==> src/rtl/fsel_pkg.sv <==
package fsel_pkg;

   typedef enum logic [1:0] {
      ST_HIZ  = 2'd0,
      ST_TEST = 2'd1,
      ST_NORM = 2'd2
   } op_e;

   localparam logic [1:0] CPU_R66  = 2'd0;
   localparam logic [1:0] CPU_R100 = 2'd1;
   localparam logic [1:0] CPU_R133 = 2'd2;

   localparam int unsigned N_GRP   = 7;
   localparam int unsigned G_CPU   = 0;
   localparam int unsigned G_MEM   = 1;
   localparam int unsigned G_HUB   = 2;
   localparam int unsigned G_PCI   = 3;
   localparam int unsigned G_APIC  = 4;
   localparam int unsigned G_USB   = 5;
   localparam int unsigned G_REF   = 6;

   function automatic op_e op_of(input logic [2:0] s);
      if (s[2])      return ST_NORM;
      else if (s[0]) return ST_TEST;
      else           return ST_HIZ;
   endfunction

   function automatic logic [1:0] cpu_of(input logic [1:0] code);
      case (code)
         2'b00:   return CPU_R66;
         2'b10:   return CPU_R100;
         default: return CPU_R133;
      endcase
   endfunction

   function automatic logic mem_of(input logic [1:0] code, input logic boost);
      case (code)
         2'b01:   return 1'b1;
         2'b11:   return boost;
         default: return 1'b0;
      endcase
   endfunction

endpackage

==> src/rtl/fsel_strap_latch.sv <==
module fsel_strap_latch #(
   parameter int unsigned SW = 3
) (
   input  logic          clk,
   input  logic          rst_n,
   input  logic [SW-1:0] strap_in,
   output logic [SW-1:0] strap_q,
   output logic          cap_done
);

   if (SW < 3) begin : g_bad_width
      $error("fsel_strap_latch: SW must be at least 3");
   end

   always_ff @(posedge clk or negedge rst_n) begin
      if (!rst_n) begin
         strap_q  <= '0;
         cap_done <= 1'b0;
      end else if (!cap_done) begin
         strap_q  <= strap_in;
         cap_done <= 1'b1;
      end
   end

endmodule

==> src/rtl/fsel_rate_map.sv <==
module fsel_rate_map
   import fsel_pkg::*;
#(
   parameter logic BOOST_RST = 1'b0
) (
   input  logic       clk,
   input  logic       rst_n,
   input  logic [2:0] strap_q,
   input  logic       cap_done,
   input  logic       boost_in,
   output op_e        op,
   output logic [1:0] cpu_rate,
   output logic       mem_rate
);

   logic       boost_q;
   logic [1:0] code;

   always_ff @(posedge clk or negedge rst_n) begin
      if (!rst_n) boost_q <= BOOST_RST;
      else        boost_q <= boost_in;
   end

   assign code = {strap_q[0], strap_q[1]};

   always_comb begin
      op       = ST_HIZ;
      cpu_rate = CPU_R66;
      mem_rate = 1'b0;
      if (cap_done) begin
         op = op_of(strap_q);
         if (op == ST_NORM) begin
            cpu_rate = cpu_of(code);
            mem_rate = mem_of(code, boost_q);
         end
      end
   end

endmodule

==> src/rtl/fsel_div.sv <==
module fsel_div #(
   parameter int unsigned DIV           = 2,
   parameter bit          HALF_DUTY_ODD = 1'b1
) (
   input  logic clk,
   input  logic rst_n,
   input  logic run,
   output logic clk_out
);

   if (DIV < 1) begin : g_bad_div
      $error("fsel_div: DIV must be at least 1");
   end

   if (DIV == 1) begin : g_pass
      // Enable changes only while clk is low, so the gated clock has no runt pulse.
      logic en_n;
      always_ff @(negedge clk or negedge rst_n) begin
         if (!rst_n) en_n <= 1'b0;
         else        en_n <= run;
      end
      assign clk_out = clk & en_n;
   end else begin : g_count
      localparam int unsigned CW   = $clog2(DIV);
      localparam int unsigned LAST = DIV - 1;
      localparam int unsigned HIGH = DIV / 2;

      logic [CW-1:0] cnt;
      logic [CW-1:0] nxt;
      logic          out_q;

      assign nxt = (cnt == CW'(LAST)) ? '0 : cnt + 1'b1;

      // Idle count is LAST so the first running edge lands on phase 0 (rising).
      always_ff @(posedge clk or negedge rst_n) begin
         if (!rst_n) begin
            cnt   <= CW'(LAST);
            out_q <= 1'b0;
         end else if (run) begin
            cnt   <= nxt;
            out_q <= (nxt < CW'(HIGH));
         end else begin
            cnt   <= CW'(LAST);
            out_q <= 1'b0;
         end
      end

      if ((DIV % 2 == 1) && HALF_DUTY_ODD) begin : g_stretch
         logic ext_q;
         always_ff @(negedge clk or negedge rst_n) begin
            if (!rst_n) ext_q <= 1'b0;
            else        ext_q <= out_q;
         end
         assign clk_out = out_q | ext_q;
      end else begin : g_plain
         assign clk_out = out_q;
      end
   end

endmodule

==> src/rtl/fsel_testdiv.sv <==
module fsel_testdiv
   import fsel_pkg::*;
#(
   parameter int unsigned CPU_DIV       = 2,
   parameter int unsigned MEM_DIV       = 2,
   parameter int unsigned HUB_DIV       = 3,
   parameter int unsigned PCI_DIV       = 6,
   parameter int unsigned APIC_DIV      = 6,
   parameter int unsigned USB_DIV       = 2,
   parameter int unsigned REF_DIV       = 1,
   parameter bit          HALF_DUTY_ODD = 1'b1,
   parameter logic        BOOST_RST     = 1'b0
) (
   input  logic       clk,
   input  logic       rst_n,
   input  logic [2:0] strap_in,
   input  logic       mem_boost,
   output logic       cpu_clk,
   output logic       mem_clk,
   output logic       hub_clk,
   output logic       pci_clk,
   output logic       apic_clk,
   output logic       usb_clk,
   output logic       ref_clk,
   output logic [6:0] grp_oe,
   output logic [1:0] op_state,
   output logic [1:0] cpu_rate,
   output logic       mem_rate
);

   localparam int unsigned DIVS [N_GRP] =
      '{CPU_DIV, MEM_DIV, HUB_DIV, PCI_DIV, APIC_DIV, USB_DIV, REF_DIV};

   if (N_GRP != 7) begin : g_bad_groups
      $error("fsel_testdiv: port list assumes seven groups");
   end

   logic [2:0]       strap_q;
   logic             cap_done;
   op_e              op;
   logic             run;
   logic [N_GRP-1:0] grp_clk;

   fsel_strap_latch #(.SW(3)) u_latch (
      .clk      (clk),
      .rst_n    (rst_n),
      .strap_in (strap_in),
      .strap_q  (strap_q),
      .cap_done (cap_done)
   );

   fsel_rate_map #(.BOOST_RST(BOOST_RST)) u_map (
      .clk      (clk),
      .rst_n    (rst_n),
      .strap_q  (strap_q),
      .cap_done (cap_done),
      .boost_in (mem_boost),
      .op       (op),
      .cpu_rate (cpu_rate),
      .mem_rate (mem_rate)
   );

   assign run = (op == ST_TEST);

   for (genvar g = 0; g < N_GRP; g++) begin : g_grp
      fsel_div #(
         .DIV           (DIVS[g]),
         .HALF_DUTY_ODD (HALF_DUTY_ODD)
      ) u_div (
         .clk     (clk),
         .rst_n   (rst_n),
         .run     (run),
         .clk_out (grp_clk[g])
      );
   end

   assign cpu_clk  = grp_clk[G_CPU];
   assign mem_clk  = grp_clk[G_MEM];
   assign hub_clk  = grp_clk[G_HUB];
   assign pci_clk  = grp_clk[G_PCI];
   assign apic_clk = grp_clk[G_APIC];
   assign usb_clk  = grp_clk[G_USB];
   assign ref_clk  = grp_clk[G_REF];

   assign grp_oe   = (op == ST_HIZ) ? '0 : '1;
   assign op_state = op;

endmodule

==> config.mk <==
export PLATFORM = sky130hd
export DESIGN_NAME = fsel_testdiv
export DESIGN_NICKNAME = d
export VERILOG_FILES = /design/src/rtl/fsel_pkg.sv /design/src/rtl/fsel_strap_latch.sv /design/src/rtl/fsel_rate_map.sv /design/src/rtl/fsel_div.sv /design/src/rtl/fsel_testdiv.sv
export SDC_FILE = /design/constraint.sdc
export NUM_CORES = 1
export LEC_CHECK = 0
export ABC_AREA = 1
export BUFFER_PORTS_ARGS = -buffer_cell sky130_fd_sc_hd__clkbuf_2
export CELL_PAD_IN_SITES_DETAIL_PLACEMENT = 1
export CELL_PAD_IN_SITES_GLOBAL_PLACEMENT = 1
export CORE_MARGIN = 2
export CORE_UTILIZATION = 30
export CTS_CLUSTER_SIZE = 25
export DETAILED_ROUTE_END_ITERATION = 10
export PLACE_DENSITY = 0.59
export SYNTH_ARGS = -nofsm -noshare
export SYNTH_HDL_FRONTEND = slang
export SYNTH_SLANG_ARGS = --single-unit
export TNS_END_PERCENT = 1
==> constraint.sdc <==
create_clock -name clk -period 2.69 [get_ports clk]
set_clock_uncertainty 0.15 [all_clocks]
set_input_delay 0.538 -clock clk [delete_from_list [all_inputs] [get_ports clk]]
set_output_delay 0.538 -clock clk [all_outputs]
set_load 0.01 [all_outputs]
==> results.toml <==
[global_routing]
grt_usage_pct = 11.5
grt_pass1_vias = 695
grt_overflow_total = 0
grtUsageMet2_pct = 18.0
grt_pass1_wl_mm = 2.79
busiest_layer = "met2"
grt_max_degree = 15
antenna_found_initial = 0
met1_usage_pct = 10.4
met3_usage_pct = 8.66

[setup_path]
critical-path-slowest-cell = "dfrtn_1"
critPathMaxFanout = 1
timing.rr.start = "u_latch.cap_done"
crit_buf_inv = 1
cp_data_required_time_ns = 2.00
cpPeakStageDelay_ns = 0.33
crit_path_end_kind = "primary output"
r2r_cells = 2
cp.arrival_ns = 2.44
reg2reg_to = "g_grp[6].u_div.g_pass.en_n"
rrSetupSlack_ns = 0.41
crit_start = "g_grp[2].u_div.g_count.g_stretch.ext_q"
crit_chain = "or2_4 > buf_6"
crit_type = "reg -> out"
start_kind = "flip-flop"
critical-path-top-delay-family = "flip-flops"

[sta]
holdWs_ns = 0.0676
finalSetupTns_ns = -0.817
slew_violations = 0
hold_viol = 0
finalWorstSetupSlack_ns = -0.437
setup_violations = 3
rsz0062_at_grt = "yes"

[power]
pwr-share-clk_pct = 32.2
peakVddDrop_mv = 0.341
p_int_uw = 529
pwr-share-seq_pct = 56.2
power_switching_uw = 181
swShare_pct = 25.5
p_total_uw = 709
combPwrFrac_pct = 11.6
powerDensity_nw_per_um2 = 621
p_leak_uw = 0.000642

[cts]
cts_setup_buffers = 0
tritoncts = "done"
path_clk_slew_ns = 0.12
clk-insertion-delay-late_ns = 0.42

[place]
dp_hpwl_mm = 1.19
place.port_buffers = 24
gp_congestion = 0.724
placed_area_um2 = 1070

[hold_path]
hold_end = "u_map.boost_q"
worstHoldPathCells = 1
worstHoldStart = "mem_boost"
hp-class = "in -> reg"

[floorplan]
rows = 20
start_util_pct = 31.1
die_y_um = 60.0
core_area_um2 = 3030
die_w_um = 60.0
die-area_um2 = 3600
ios = 25

[finish]
final_common_cell = "clkbuf_2"
design_area_um2 = 1140
drive_gt1_share_pct = 40.8
layout.nets = 127
n_antenna_cell = 0
nFillCells = 367
multi_input_area_um2 = 216
final_util_pct = 37.7
area_delta_synth_final_pct = 21.4
layout_common_cells = "clkbuf_2, inv_1, nand2_1"
regArea_um2 = 611

[run_status]
violations = "negative setup slack"
status = "finished, violations left"

[synth]
ys_seq_area_share_pct = 64.9
synth_nets = 99
yosys_register_bits = 24
netlist-cell-type-count = 17
syn-cell-area_um2 = 941
synth_warnings = 0
synth.avg_cell_area_um2 = 10.1
syn_inst = 93

[route]
vias = 669
postRouteAntennaNets = 0
wl_mm = 1.61
drc = 0
viasPerCell = 4.08
dr.pass1.iters = 4
wire_per_inst_um = 9.79
drtIter0Drc = 22

[run]
drv_cap = 0
worst register-to-register path: stages (launching register included):
cell and delay (ns):
dfrtp_1 0.45, nand2_2 0.15, nor2_4 0.04
flip-flops by register name (all words and copies together) (netlist names):
name                                 flops
u_map.boost_q                            1
g_grp.u_div.g_count.cnt                 11
g_grp.u_div.g_count.g_stretch.ext_q      1
g_grp.u_div.clk_out                      5
g_grp.u_div.g_count.out_q                1
u_latch.strap_q                          3
g_grp.u_div.g_pass.en_n                  1
u_latch.cap_done                         1
how the worst max path moves through the flow:
stage	slack (ns)	depth (start not counted)	endpoint
global placement	-0.05	2	hub_clk
CTS	-0.45	2	hub_clk
floorplan	0.05	1	hub_clk
global route	-0.48	2	hub_clk
finish	-0.44	2	hub_clk
detailed placement	-0.05	2	hub_clk
power by group through the flow:
stage	clock, uW	combinational, uW	sequential [uW]
2_1_floorplan	3.18	54.6	405
5_1_grt	257	95.7	401
6_report	228	82.6	399
4_1_cts	243	83.6	399
3_5_place_dp	5.14	81.0	406
3_3_place_gp	5.14	79.7	404
cell families (layout without fill, tap and decap cells):
family / count (synthesis) / in the layout / share of synthesized area (%)
simple gates: 39 / 39 / 19.1
flops: 24 / 24 / 64.9
buf+inv: 23 / 50 / 12.4
compound gates: 6 / 6 / 3.19
other cells: 1 / 1 / 0.399
area by class of cell:
type | instances | share of cell area [%]
Sequential cell | 24 | 53.4
Multi-Input combinational cell | 46 | 18.9
Clock buffer | 8 | 4.71
Clock inverter | 1 | 0.329
Tap cell | 44 | 4.82
Inverter | 15 | 4.93
Timing Repair Buffer | 26 | 12.8
synth_stat cells:
cell | n | area, um^2
dfrtn_1 | 2 | 50.1
nand3_1 | 4 | 20.0
nor2_1 | 9 | 33.8
o21ai_0 | 3 | 15.0
nand2_2 | 5 | 31.3
a21oi_1 | 3 | 15.0
nor2_2 | 2 | 12.5
nand2_1 | 16 | 60.1
nor3_1 | 1 | 5.00
dfrtp_1 | 14 | 350
inv_1 | 16 | 60.1
conb_1 | 1 | 3.75
dfstp_2 | 8 | 210
buf_6 | 1 | 11.3
nor2_4 | 1 | 11.3
or2_2 | 1 | 6.26
buf_4 | 6 | 45.0
what timing repair did:
item / CTS / global route
gates cloned: 0 / 0
hold buffers: 1 / 0
pin swaps: 1 / 0
hold endpoints to repair: 6 / 0
gates resized for setup: 1 / 3
setup endpoints to repair: 3 / 3
metal layers:
metal | vias up | share of wire, %
met5 | - | 0
met4 | 0 | 1.1
met3 | 2 | 6.9
met2 | 18 | 52
met1 | 329 | 40
li1 | 320 | -
per-stage QoR:
step | cells | setup slack (ns)
5_1_grt | 164 | -0.478
4_1_cts | 164 | -0.452
3_5_place_dp | 156 | -0.0489
2_1_floorplan | 93 | 0.0471
3_3_place_gp | 156 | -0.0481
6_report | 164 | -0.437
Note: power is estimated with default switching activity, not from simulation.
